$ cat config.mk
export PLATFORM = sky130hd
export DESIGN_NAME = adc_seq_ctrl
export DESIGN_NICKNAME = d
export VERILOG_FILES = /design/src/rtl/adc_seq_pkg.sv /design/src/rtl/adc_seq_rst_sync.sv /design/src/rtl/adc_seq_tick.sv /design/src/rtl/adc_seq_count.sv /design/src/rtl/adc_seq_ctrl.sv
export SDC_FILE = /design/constraint.sdc
export NUM_CORES = 1
export LEC_CHECK = 0
export BUFFER_PORTS_ARGS = -buffer_cell sky130_fd_sc_hd__buf_2
export CORE_MARGIN = 2
export CORE_UTILIZATION = 50
export DETAILED_ROUTE_END_ITERATION = 6
export PLACE_DENSITY_LB_ADDON = 0.3
export SLEW_MARGIN = 25
export SYNTH_ARGS = -nofsm -noshare
export SYNTH_HDL_FRONTEND = slang
export SYNTH_SLANG_ARGS = --single-unit
export TNS_END_PERCENT = 1
$ cat constraint.sdc
create_clock -name clk_i -period 2.11 [get_ports clk_i]
set_input_delay 0.1055 -clock clk_i [delete_from_list [all_inputs] [get_ports clk_i]]
set_output_delay 0.1055 -clock clk_i [all_outputs]
set_load 0.05 [all_outputs]
$ cat src/rtl/adc_seq_pkg.sv
package adc_seq_pkg;
  localparam int SH_NUM = 4;
  localparam int SEL_W  = $clog2(SH_NUM);

  localparam logic [2:0] TRIG_AUTO = 3'b111;

  typedef enum logic [1:0] {
    ST_IDLE    = 2'd0,
    ST_SAMPLE  = 2'd1,
    ST_CONVERT = 2'd2
  } seq_state_e;

  // Index of the highest active S/H channel for a channel-count code
  function automatic logic [SEL_W-1:0] last_idx(input logic [1:0] code);
    case (code)
      2'b00:   last_idx = SEL_W'(0);
      2'b01:   last_idx = SEL_W'(1);
      default: last_idx = SEL_W'(SH_NUM - 1);
    endcase
  endfunction
endpackage

$ cat src/rtl/adc_seq_rst_sync.sv
module adc_seq_rst_sync (
  input  logic clk_i,
  input  logic rst_ni,
  output logic rst_no
);
  logic ff1_q, ff2_q;

  always_ff @(posedge clk_i or negedge rst_ni) begin
    if (!rst_ni) begin
      ff1_q <= 1'b0;
      ff2_q <= 1'b0;
    end else begin
      ff1_q <= 1'b1;
      ff2_q <= ff1_q;
    end
  end

  assign rst_no = ff2_q;
endmodule

$ cat src/rtl/adc_seq_tick.sv
module adc_seq_tick #(
  parameter int DIV_W = 6
) (
  input  logic             clk_i,
  input  logic             rst_ni,
  input  logic             run_i,
  input  logic             clr_i,
  input  logic [DIV_W-1:0] div_i,
  output logic             tick_o
);
  logic [DIV_W-1:0] cnt_q, cnt_d;

  always_comb begin
    tick_o = run_i && (cnt_q == div_i);
    if (!run_i || clr_i || tick_o) cnt_d = '0;
    else                           cnt_d = cnt_q + 1'b1;
  end

  always_ff @(posedge clk_i or negedge rst_ni) begin
    if (!rst_ni) cnt_q <= '0;
    else         cnt_q <= cnt_d;
  end
endmodule

$ cat src/rtl/adc_seq_count.sv
module adc_seq_count
  import adc_seq_pkg::*;
#(
  parameter int CNT_W = 4
) (
  input  logic             clk_i,
  input  logic             rst_ni,
  input  logic             en_i,
  input  logic             done_i,
  input  logic             load_i,
  input  logic [SEL_W-1:0] last_cur_i,
  input  logic [SEL_W-1:0] last_new_i,
  input  logic [CNT_W-1:0] lim_i,
  output logic [SEL_W-1:0] ptr_o,
  output logic             irq_o
);
  logic [CNT_W-1:0] cnt_q, cnt_d;
  logic [SEL_W-1:0] ptr_q, ptr_d, ptr_adv;
  logic             irq_q, irq_d;

  always_comb begin
    cnt_d   = cnt_q;
    ptr_adv = ptr_q;
    irq_d   = 1'b0;
    if (done_i) begin
      if (cnt_q == lim_i) begin
        cnt_d   = '0;
        ptr_adv = '0;
        irq_d   = 1'b1;
      end else begin
        cnt_d   = cnt_q + 1'b1;
        ptr_adv = (ptr_q == last_cur_i) ? '0 : ptr_q + 1'b1;
      end
    end
    ptr_d = (load_i && (ptr_adv > last_new_i)) ? '0 : ptr_adv;
    if (!en_i) begin
      cnt_d = '0;
      ptr_d = '0;
      irq_d = 1'b0;
    end
  end

  always_ff @(posedge clk_i or negedge rst_ni) begin
    if (!rst_ni) begin
      cnt_q <= '0;
      ptr_q <= '0;
      irq_q <= 1'b0;
    end else begin
      cnt_q <= cnt_d;
      ptr_q <= ptr_d;
      irq_q <= irq_d;
    end
  end

  assign ptr_o = ptr_q;
  assign irq_o = irq_q;
endmodule

$ cat src/rtl/adc_seq_ctrl.sv
module adc_seq_ctrl
  import adc_seq_pkg::*;
#(
  parameter int DIV_W = 6,
  parameter int ST_W  = 5,
  parameter int CNT_W = 4
) (
  input  logic              clk_i,
  input  logic              rst_ni,
  input  logic              en_i,
  input  logic [2:0]        trig_sel_i,
  input  logic              auto_samp_i,
  input  logic              samp_start_i,
  input  logic [ST_W-1:0]   samp_time_i,
  input  logic [DIV_W-1:0]  clk_div_i,
  input  logic [1:0]        chan_cnt_i,
  input  logic [CNT_W-1:0]  conv_lim_i,
  input  logic              conv_done_i,
  output logic [SH_NUM-1:0] samp_en_o,
  output logic              conv_start_o,
  output logic [SEL_W-1:0]  chan_sel_o,
  output logic              irq_o
);
  logic rst_n;

  seq_state_e       state_q, state_d;
  logic [ST_W-1:0]  win_q, win_d;
  logic [ST_W-1:0]  st_q, st_eff;
  logic [DIV_W-1:0] div_q;
  logic [SEL_W-1:0] last_q, last_new;
  logic [CNT_W-1:0] lim_q;
  logic [2:0]       trig_q;
  logic             cs_q, cs_d;
  logic             tick, start_win, end_win, done_evt, run;
  logic [SEL_W-1:0] ptr;
  logic [SH_NUM-1:0] act;

  adc_seq_rst_sync u_rst (
    .clk_i  (clk_i),
    .rst_ni (rst_ni),
    .rst_no (rst_n)
  );

  assign run      = (state_q != ST_IDLE);
  assign last_new = last_idx(chan_cnt_i);
  assign st_eff   = (st_q == '0) ? ST_W'(1) : st_q;
  assign done_evt = en_i && (state_q == ST_CONVERT) && conv_done_i;
  assign start_win = en_i && (((state_q == ST_IDLE) && (auto_samp_i || samp_start_i)) ||
                              (done_evt && auto_samp_i));
  assign end_win  = en_i && (state_q == ST_SAMPLE) && tick &&
                    (trig_q == TRIG_AUTO) && (win_q == st_eff - ST_W'(1));

  adc_seq_tick #(.DIV_W(DIV_W)) u_tick (
    .clk_i  (clk_i),
    .rst_ni (rst_n),
    .run_i  (run && en_i),
    .clr_i  (start_win),
    .div_i  (div_q),
    .tick_o (tick)
  );

  adc_seq_count #(.CNT_W(CNT_W)) u_cnt (
    .clk_i      (clk_i),
    .rst_ni     (rst_n),
    .en_i       (en_i),
    .done_i     (done_evt),
    .load_i     (start_win),
    .last_cur_i (last_q),
    .last_new_i (last_new),
    .lim_i      (lim_q),
    .ptr_o      (ptr),
    .irq_o      (irq_o)
  );

  // Next-state logic
  always_comb begin
    state_d = state_q;
    win_d   = win_q;
    cs_d    = end_win;
    unique case (state_q)
      ST_IDLE:    if (start_win) state_d = ST_SAMPLE;
      ST_SAMPLE: begin
        if (end_win)   state_d = ST_CONVERT;
        else if (tick) win_d   = win_q + 1'b1;
      end
      ST_CONVERT: if (done_evt) state_d = auto_samp_i ? ST_SAMPLE : ST_IDLE;
      default:    state_d = ST_IDLE;
    endcase
    if (start_win) win_d = '0;
    if (!en_i) begin
      state_d = ST_IDLE;
      win_d   = '0;
      cs_d    = 1'b0;
    end
  end

  // State registers
  always_ff @(posedge clk_i or negedge rst_n) begin
    if (!rst_n) begin
      state_q <= ST_IDLE;
      win_q   <= '0;
      cs_q    <= 1'b0;
    end else begin
      state_q <= state_d;
      win_q   <= win_d;
      cs_q    <= cs_d;
    end
  end

  // Configuration captured at each window start
  always_ff @(posedge clk_i or negedge rst_n) begin
    if (!rst_n) begin
      st_q   <= '0;
      div_q  <= '0;
      last_q <= '0;
      lim_q  <= '0;
      trig_q <= '0;
    end else if (start_win) begin
      st_q   <= samp_time_i;
      div_q  <= clk_div_i;
      last_q <= last_new;
      lim_q  <= conv_lim_i;
      trig_q <= trig_sel_i;
    end
  end

  for (genvar g = 0; g < SH_NUM; g++) begin : g_sh
    assign act[g]       = (SEL_W'(g) <= last_q);
    assign samp_en_o[g] = act[g] && ((state_q == ST_SAMPLE) ||
                                     ((state_q == ST_CONVERT) && (ptr != SEL_W'(g))));
  end

  assign conv_start_o = cs_q;
  assign chan_sel_o   = ptr;
endmodule

### Yosys cells after proc, flatten, opt, wreduce, memory -nomap -nowiden

Cells that the tools add are included.

* bits in registers: 43
* latch bits: 0
* RAM bits: 0
* ROM bits: 0
* bits of input ports: 26
* word-level logic and storage cells: 104
* memories: 0

* add/sub/neg operators: 5
* multipliers: 0
* div/mod/pow operators: 0
* order comparisons: 5
* eq/ne operators: 18
* shifts and indexed selects: 0
* mux-type cells: 26
* bitwise operators: 0
* reductions and logical operators: 36

Operators by type and width (count)
* $mux W5: 6
* $logic_and A1 B1 Y1: 20
* $mux W2: 9
* $mux W4: 3
* $logic_or A1 B1 Y1: 8
* $add A6 B1 Y6 const B: 1
* $eq A6 B6 Y1: 1
* $mux W6: 1
* $ne A3 B1 Y1 const B: 2
* $ne A3 B2 Y1 const B: 2
* $ne A3 B3 Y1 const B: 2
* $pmux W2 S3: 1
* $reduce_and A3 Y1: 2
* $add A5 B1 Y5 const B: 1
* $eq A5 B5 Y1: 1
* $logic_not A5 Y1: 1
* $mux W1: 5
* $sub A5 B1 Y5 const B: 1
* $add A4 B1 Y4 const B: 1
* $eq A2 B1 Y1 const B: 2
* $eq A4 B4 Y1: 1
* $le A1 B2 Y1 const A: 2
* $le A2 B2 Y1 const A: 2
* $logic_not A2 Y1: 2
* 10 further kinds: 13

### Depth between registers and ports, before layout

* word-level depth: 10
* gate-level depth with buffers: 10
* gate-level depth less buffers: 9

### Modules after synthesis

From an unflattened synthesis, not the netlist that was laid out.

* cell total of the unflattened synthesis: 224
* area total of the unflattened synthesis: 2418.6 µm²

Modules (own cells, without submodules)
* adc_seq_ctrl: instances 1, cells each 130, area an instance 1456.4 µm², seq. area each 700.7 µm²
* adc_seq_count: instances 1, cells each 56, area an instance 531.8 µm², seq. area each 175.2 µm²
* adc_seq_tick: instances 1, cells each 35, area an instance 376.6 µm², seq. area each 150.1 µm²
* adc_seq_rst_sync: instances 1, cells each 3, area an instance 53.8 µm², seq. area each 50.0 µm²

### Least setup slack after synthesis

No wires, ideal clock.

* kind: register -> output
* start: register u_cnt.ptr_q[0], in the netlist u_cnt.ptr_o[0]
* end: output port samp_en_o[0]
* arrival time: 2.167 ns
* required time: 2.004 ns
* path slack: -0.163 ns
* stages on the path, launching flop included: 4
* path buffers: 0
* cells stage by stage: dfrtp_1 > inv_1 > ha_1 > o21ai_0

* cells in the longest elaborated chain, start to end: 4

Ends and longest elaborated chain
* from (decl): line adc_seq_count.sv:18 `logic [SEL_W-1:0] ptr_q, ptr_d, ptr_adv;`
* from (signal assigned): line adc_seq_count.sv:50 `ptr_q <= ptr_d;`
* $reduce_bool A2 Y1: line adc_seq_ctrl.sv:130 `((state_q == ST_CONVERT) && (ptr != SEL_W'(g))));`
* $logic_and A1 B1 Y1: line adc_seq_ctrl.sv:130
* $logic_or A1 B1 Y1: line adc_seq_ctrl.sv:129 `assign samp_en_o[g] = act[g] && ((state_q == ST_SAMPLE) ||`
* $logic_and A1 B1 Y1: line adc_seq_ctrl.sv:129
* to (decl): line adc_seq_ctrl.sv:19 `output logic [SH_NUM-1:0] samp_en_o,`

No other way between the ends.

### Worst setup path after layout

* start: register st_q[3]
* end: register state_q[0]

* cells in the longest elaborated chain, start to end: 7

Ends and longest elaborated chain
* from (decl): line adc_seq_ctrl.sv:28 `logic [ST_W-1:0] st_q, st_eff;`
* from (signal assigned): line adc_seq_ctrl.sv:119 `st_q <= samp_time_i;`
* $logic_not A5 Y1: line adc_seq_ctrl.sv:46 `assign st_eff = (st_q == '0) ? ST_W'(1) : st_q;`
* $mux W5 (*): line adc_seq_ctrl.sv:46
* $sub A5 B1 Y5 (*): line adc_seq_ctrl.sv:51 `(trig_q == TRIG_AUTO) && (win_q == st_eff - ST_W'(1));`
* $eq A5 B5 Y1 (*): line adc_seq_ctrl.sv:51
* $logic_and A1 B1 Y1 (*): line adc_seq_ctrl.sv:51
* $ne A3 B3 Y1 (no line) (*)
* $reduce_and A3 Y1 (no line) (*)
* to (signal assigned): line adc_seq_ctrl.sv:104 `state_q <= state_d;`
* to (decl): line adc_seq_ctrl.sv:26 `seq_state_e state_q, state_d;`

Mark *: on every way between the ends. The rest lies on a longest branch, timed or not.
A chain may end at the register's enable or synchronous reset.

==> flow_results.org <==
** Power
- For this design the ratio of total power to cell area is 737.5 nW/µm².
- Switching share of total power :: 0.3073
- Comb pwr share :: 0.266
- Total leakage power :: 1.239 nW
- The worst-case IR drop observed on VDD is 0.4984 mV.
- Internal power contribution :: 1.427 mW
- Of the total power, registers draw 0.484.
- Overall power consumption after layout is estimated at 2.060 mW.
- Total net switching power :: 0.6332 mW
- Clock share of power :: 0.251

** Layout
- Measured on the finished design, the core utilization comes to 0.6373.
- Number of antenna cells inserted :: 0
- Layout overhead on the synthesized area :: 21.56%
- Total number of nets in the final design :: 297
- Register Area :: 1076 µm²
- Multi-input combinational cell area :: 1220 µm²
- Share of post-route cells with drive strength above 1 :: 0.3626
- Fill cells in the final layout number 347.

** Timing
- The number of pins with negative max-slew slack in the final report came to 0.
- Setup repair after global routing could not meet its margin everywhere.
- Final Skew :: 11.20 ps
- Relative slew margins :: 0.6602
- The final-report hold violation count was 0.
- Once routing completed, OpenROAD measured the worst setup slack at -58.37 ps.
- Setup violations remaining at the end of the flow were counted as 5.
- In the finished design, the share of the clock period the worst path needs comes to 1.028.
- Static timing analysis puts the maximum clock frequency at 0.4612 GHz.
- For the finished layout, the period the worst path requires is 2168 ps.
- Worst-Margin Slew :: 509.7 ps

** Floorplan
- The initialized floorplan defines 24 standard-cell rows.
- Area of the core region :: 4384 µm²
- Initial core utilization :: 0.5243
- The die is 71.80 µm wide.
- Die area :: 5155 µm²
- The floorplan step set the die height to 71.80 µm.
- Top-Level Pins :: 34

** Worst setup path
- The worst setup path is launched from a flop.
- Data on the critical path arrives at its endpoint at 2370 ps.
- The setup path with the least slack is of type flop to flop.
- For the worst setup path, the data required time is 2310 ps.
- Of all nets on the critical path, the largest fanout is 3.
- Kind of end point of the critical path :: flop
- Register-to-register setup slack :: -60 ps

** Route
- In this run the remaining antenna-violating nets after routing total 0.
- Detailed-route via count :: 1,640
- Violation count after the first detailed-route iteration :: 101
- First drt pass iteration count :: 4
- After detailed routing, the number of remaining DRC violations is 0.
- After detailed routing, the average wire length per cell comes to 13.61 µm.
- The final layout contains routed wiring with a total length of 4.274 mm.
- DR vias/cell :: 5.223

** Synth
- After synthesis, the mean cell area works out to 11.16 µm².
- Yosys cell types :: 38
- Most area-hungry cell type in the Yosys netlist :: dfrtp_1
- The cell area that synthesis handed to floorplanning was 2298 µm².
- The cell count after synthesis came out at 206.
- Sorting the synthesized cells by area gives the leading types as dfrtp_1, mux2_2, ha_1.
- Counting every net in the synthesized netlist gives 242.
- Sequential cell area fraction in the yosys report :: 0.4682
- Synth top area share :: 0.4682
- Counting flops and latches in the post-synthesis netlist gives 43.
- Yosys printed 0 warnings.

** Hold path
- Hold WC Path Type :: input pin to flop

** Clock tree
- Clock-pin slew was measured on the worst setup and hold paths at 90 ps.
- Maximum number of buffers from clock root to sink :: 2
- The later pin in the worst-skew pair is clocked with a latency of 300 ps.
- Number of H-tree branching levels :: 2
- Clock sink count :: 43
- Root buf cell :: clkbuf_8
- TritonCTS built the clock tree.
- CTS buffer count :: 5

** Outcome
- The checks that failed: negative setup slack.
- Outcome :: finished with violations

** GRT
- Number of global-route vias before repair :: 1,705
- Largest net degree at the start of global routing :: 42
- In the global route stage, overall resource usage came out at 0.1863.
- Total grt overflow :: 0
- The number of antenna violations at the first check in global routing came to 0.
- The first global-routing pass estimated 7.534 mm of wire.

** Place
- Worst setup slack before clock tree synthesis :: -137.9 ps
- Number of buffer cells added on primary ports :: 33
- Detailed Place HPWL :: 3.167 mm
- Routability congestion estimate from global placement :: 0.7895

** Flow run
- Across the run, the number of max-cap violations was 0.
[flip-flops by register name (all words and copies together) (netlist names), 2 cells and up]
name,cells
lim_q,4
div_q,6
u_cnt.ptr_o,2
st_q,5
win_q,5
trig_q,3
u_cnt.cnt_q,4
u_tick.cnt_q,6
state_q,2
last_q,2
[path summary, 6_finish.rpt]
| kind | startpoint | to | depth (start not counted) |
|---|---|---|---|
| min | samp_time_i[1] | st_q[1]$_DFFE_PN0P_ | 2 |
| max | st_q[3]$_DFFE_PN0P_ | state_q[0]$_DFFE_PN0P_ | 8 |
| min in group asynchronous | rst_ni | u_rst.ff1_q$_DFF_PN0_ | 2 |
| max in group asynchronous | u_rst.rst_no$_DFF_PN0_ | last_q[0]$_DFFE_PN0P_ | 1 |
| min reg2reg | u_rst.rst_no$_DFF_PN0_ | win_q[0]$_DFFE_PN0P_ | 1 |
| max reg2reg | st_q[3]$_DFFE_PN0P_ | state_q[0]$_DFFE_PN0P_ | 8 |
[per-layer routing]
layer	track usage	share of wire	up-vias
met3	0.03938	0.029	6
li1	-	-	822
met5	0	0	-
met2	0.3128	0.50	18
met1	0.2349	0.46	794
met4	0.07547	0.013	0
[cells by family (layout without fill, tap and decap cells)]
group           after synthesis  in the layout  share of synthesized area
compound gates               30             30                     0.1013
xor+xnor                     23             23                    0.08764
fa+ha+maj                    10             10                    0.05444
buf+inv                      13             69                    0.02341
flops                        43             43                     0.4682
mux                          26             26                     0.1241
other cells                   1              1                   0.001632
simple gates                 60             60                     0.1394
[worst max-delay path, stage by stage, from the launching register on]
cell and delay, ps:
dfrtp_1 390, nor4_1 270, nor2_1 100, ha_2 200, xnor2_1 170, xnor2_1 120
a2111oi_4 390, nand3b_1 180, a31o_1 250
[area by class of cell]
cell class / count / share of cell area
Clock buffer: 5 / 0.02463
Sequential cell: 43 / 0.3851
Inverter: 9 / 0.01209
Multi-Input combinational cell: 150 / 0.4366
Tap cell: 52 / 0.02329
Clock inverter: 3 / 0.007165
Timing Repair Buffer: 52 / 0.1111
[layout by cell type (no fill, tap or decap), types with 3 or more instances in the layout]
cell type / Yosys / final
dfrtp_1: 43 / 43
buf_2: 4 / 33
mux2_2: 20 / 20
buf_4: 0 / 18
nand2_1: 14 / 14
nor2_1: 11 / 11
xor2_1: 10 / 10
xnor2_1: 13 / 10
o21ai_0: 11 / 9
ha_1: 10 / 9
inv_1: 9 / 8
nand2b_1: 8 / 8
mux2i_1: 6 / 6
nand3_1: 5 / 5
clkbuf_8: 0 / 5
nor2b_1: 4 / 3
a21oi_1: 4 / 3
xnor2_2: 0 / 3
nand4_1: 3 / 3
[power by group through the flow]
stage	logic (mW)	registers (mW)	clock network (mW)
floorplan	0.352	1.02	0
global placement	0.521	1.01	0
detailed placement	0.534	1.01	0
CTS	0.543	0.996	0.532
global route	0.601	1.01	0.573
finish	0.547	0.997	0.516
[metrics by stage]
| step | TNS, ps | std cells | hold slack [ps] | area, µm² |
|---|---|---|---|---|
| final | -197.8 | 314 | 31.62 | 2794 |
| after global routing | -1257 | 314 | 21.91 | 2794 |
| after CTS | -218.5 | 313 | 26.61 | 2755 |
| after detailed placement | -791.9 | 303 | -106.1 | 2634 |
| after global placement | -403.4 | 303 | -108.7 | 2634 |
| after floorplan | -395.3 | 206 | -190.1 | 2298 |
[cells in the mapped netlist]
cell type	instances
nand3_1	5
nor2b_1	4
a21boi_0	1
nor3_1	1
a41o_1	1
mux2_2	20
or2_2	2
a211oi_1	3
nand3b_1	2
buf_2	4
and3_1	1
nor4_1	2
nor3b_1	2
xor2_1	10
and2_1	2
nor4bb_1	1
xnor2_1	13
o21ba_1	1
ha_1	10
nand2b_1	8
o21a_1	2
a2111oi_4	1
nand4b_1	1
inv_1	9
mux2i_1	6
nor2_1	11
o311ai_2	2
nand4_1	3
o21ai_0	11
a22o_1	1
o211ai_1	1
a21oi_1	4
dfrtp_1	43
nor3_2	1
nand2_1	14
o31ai_1	1
a31o_1	1
conb_1	1
[what timing repair did]
action / in CTS / in global routing
setup endpoints to repair: 10 / 10
resized for setup: 3 / 7
endpoints found under the hold margin: 2 / 0
hold buffers: 1 / 0
cloned: 0 / 0
pin swaps: 5 / 3
setup buffers: 1 / 1
Note: power is estimated with default switching activity, not from simulation.
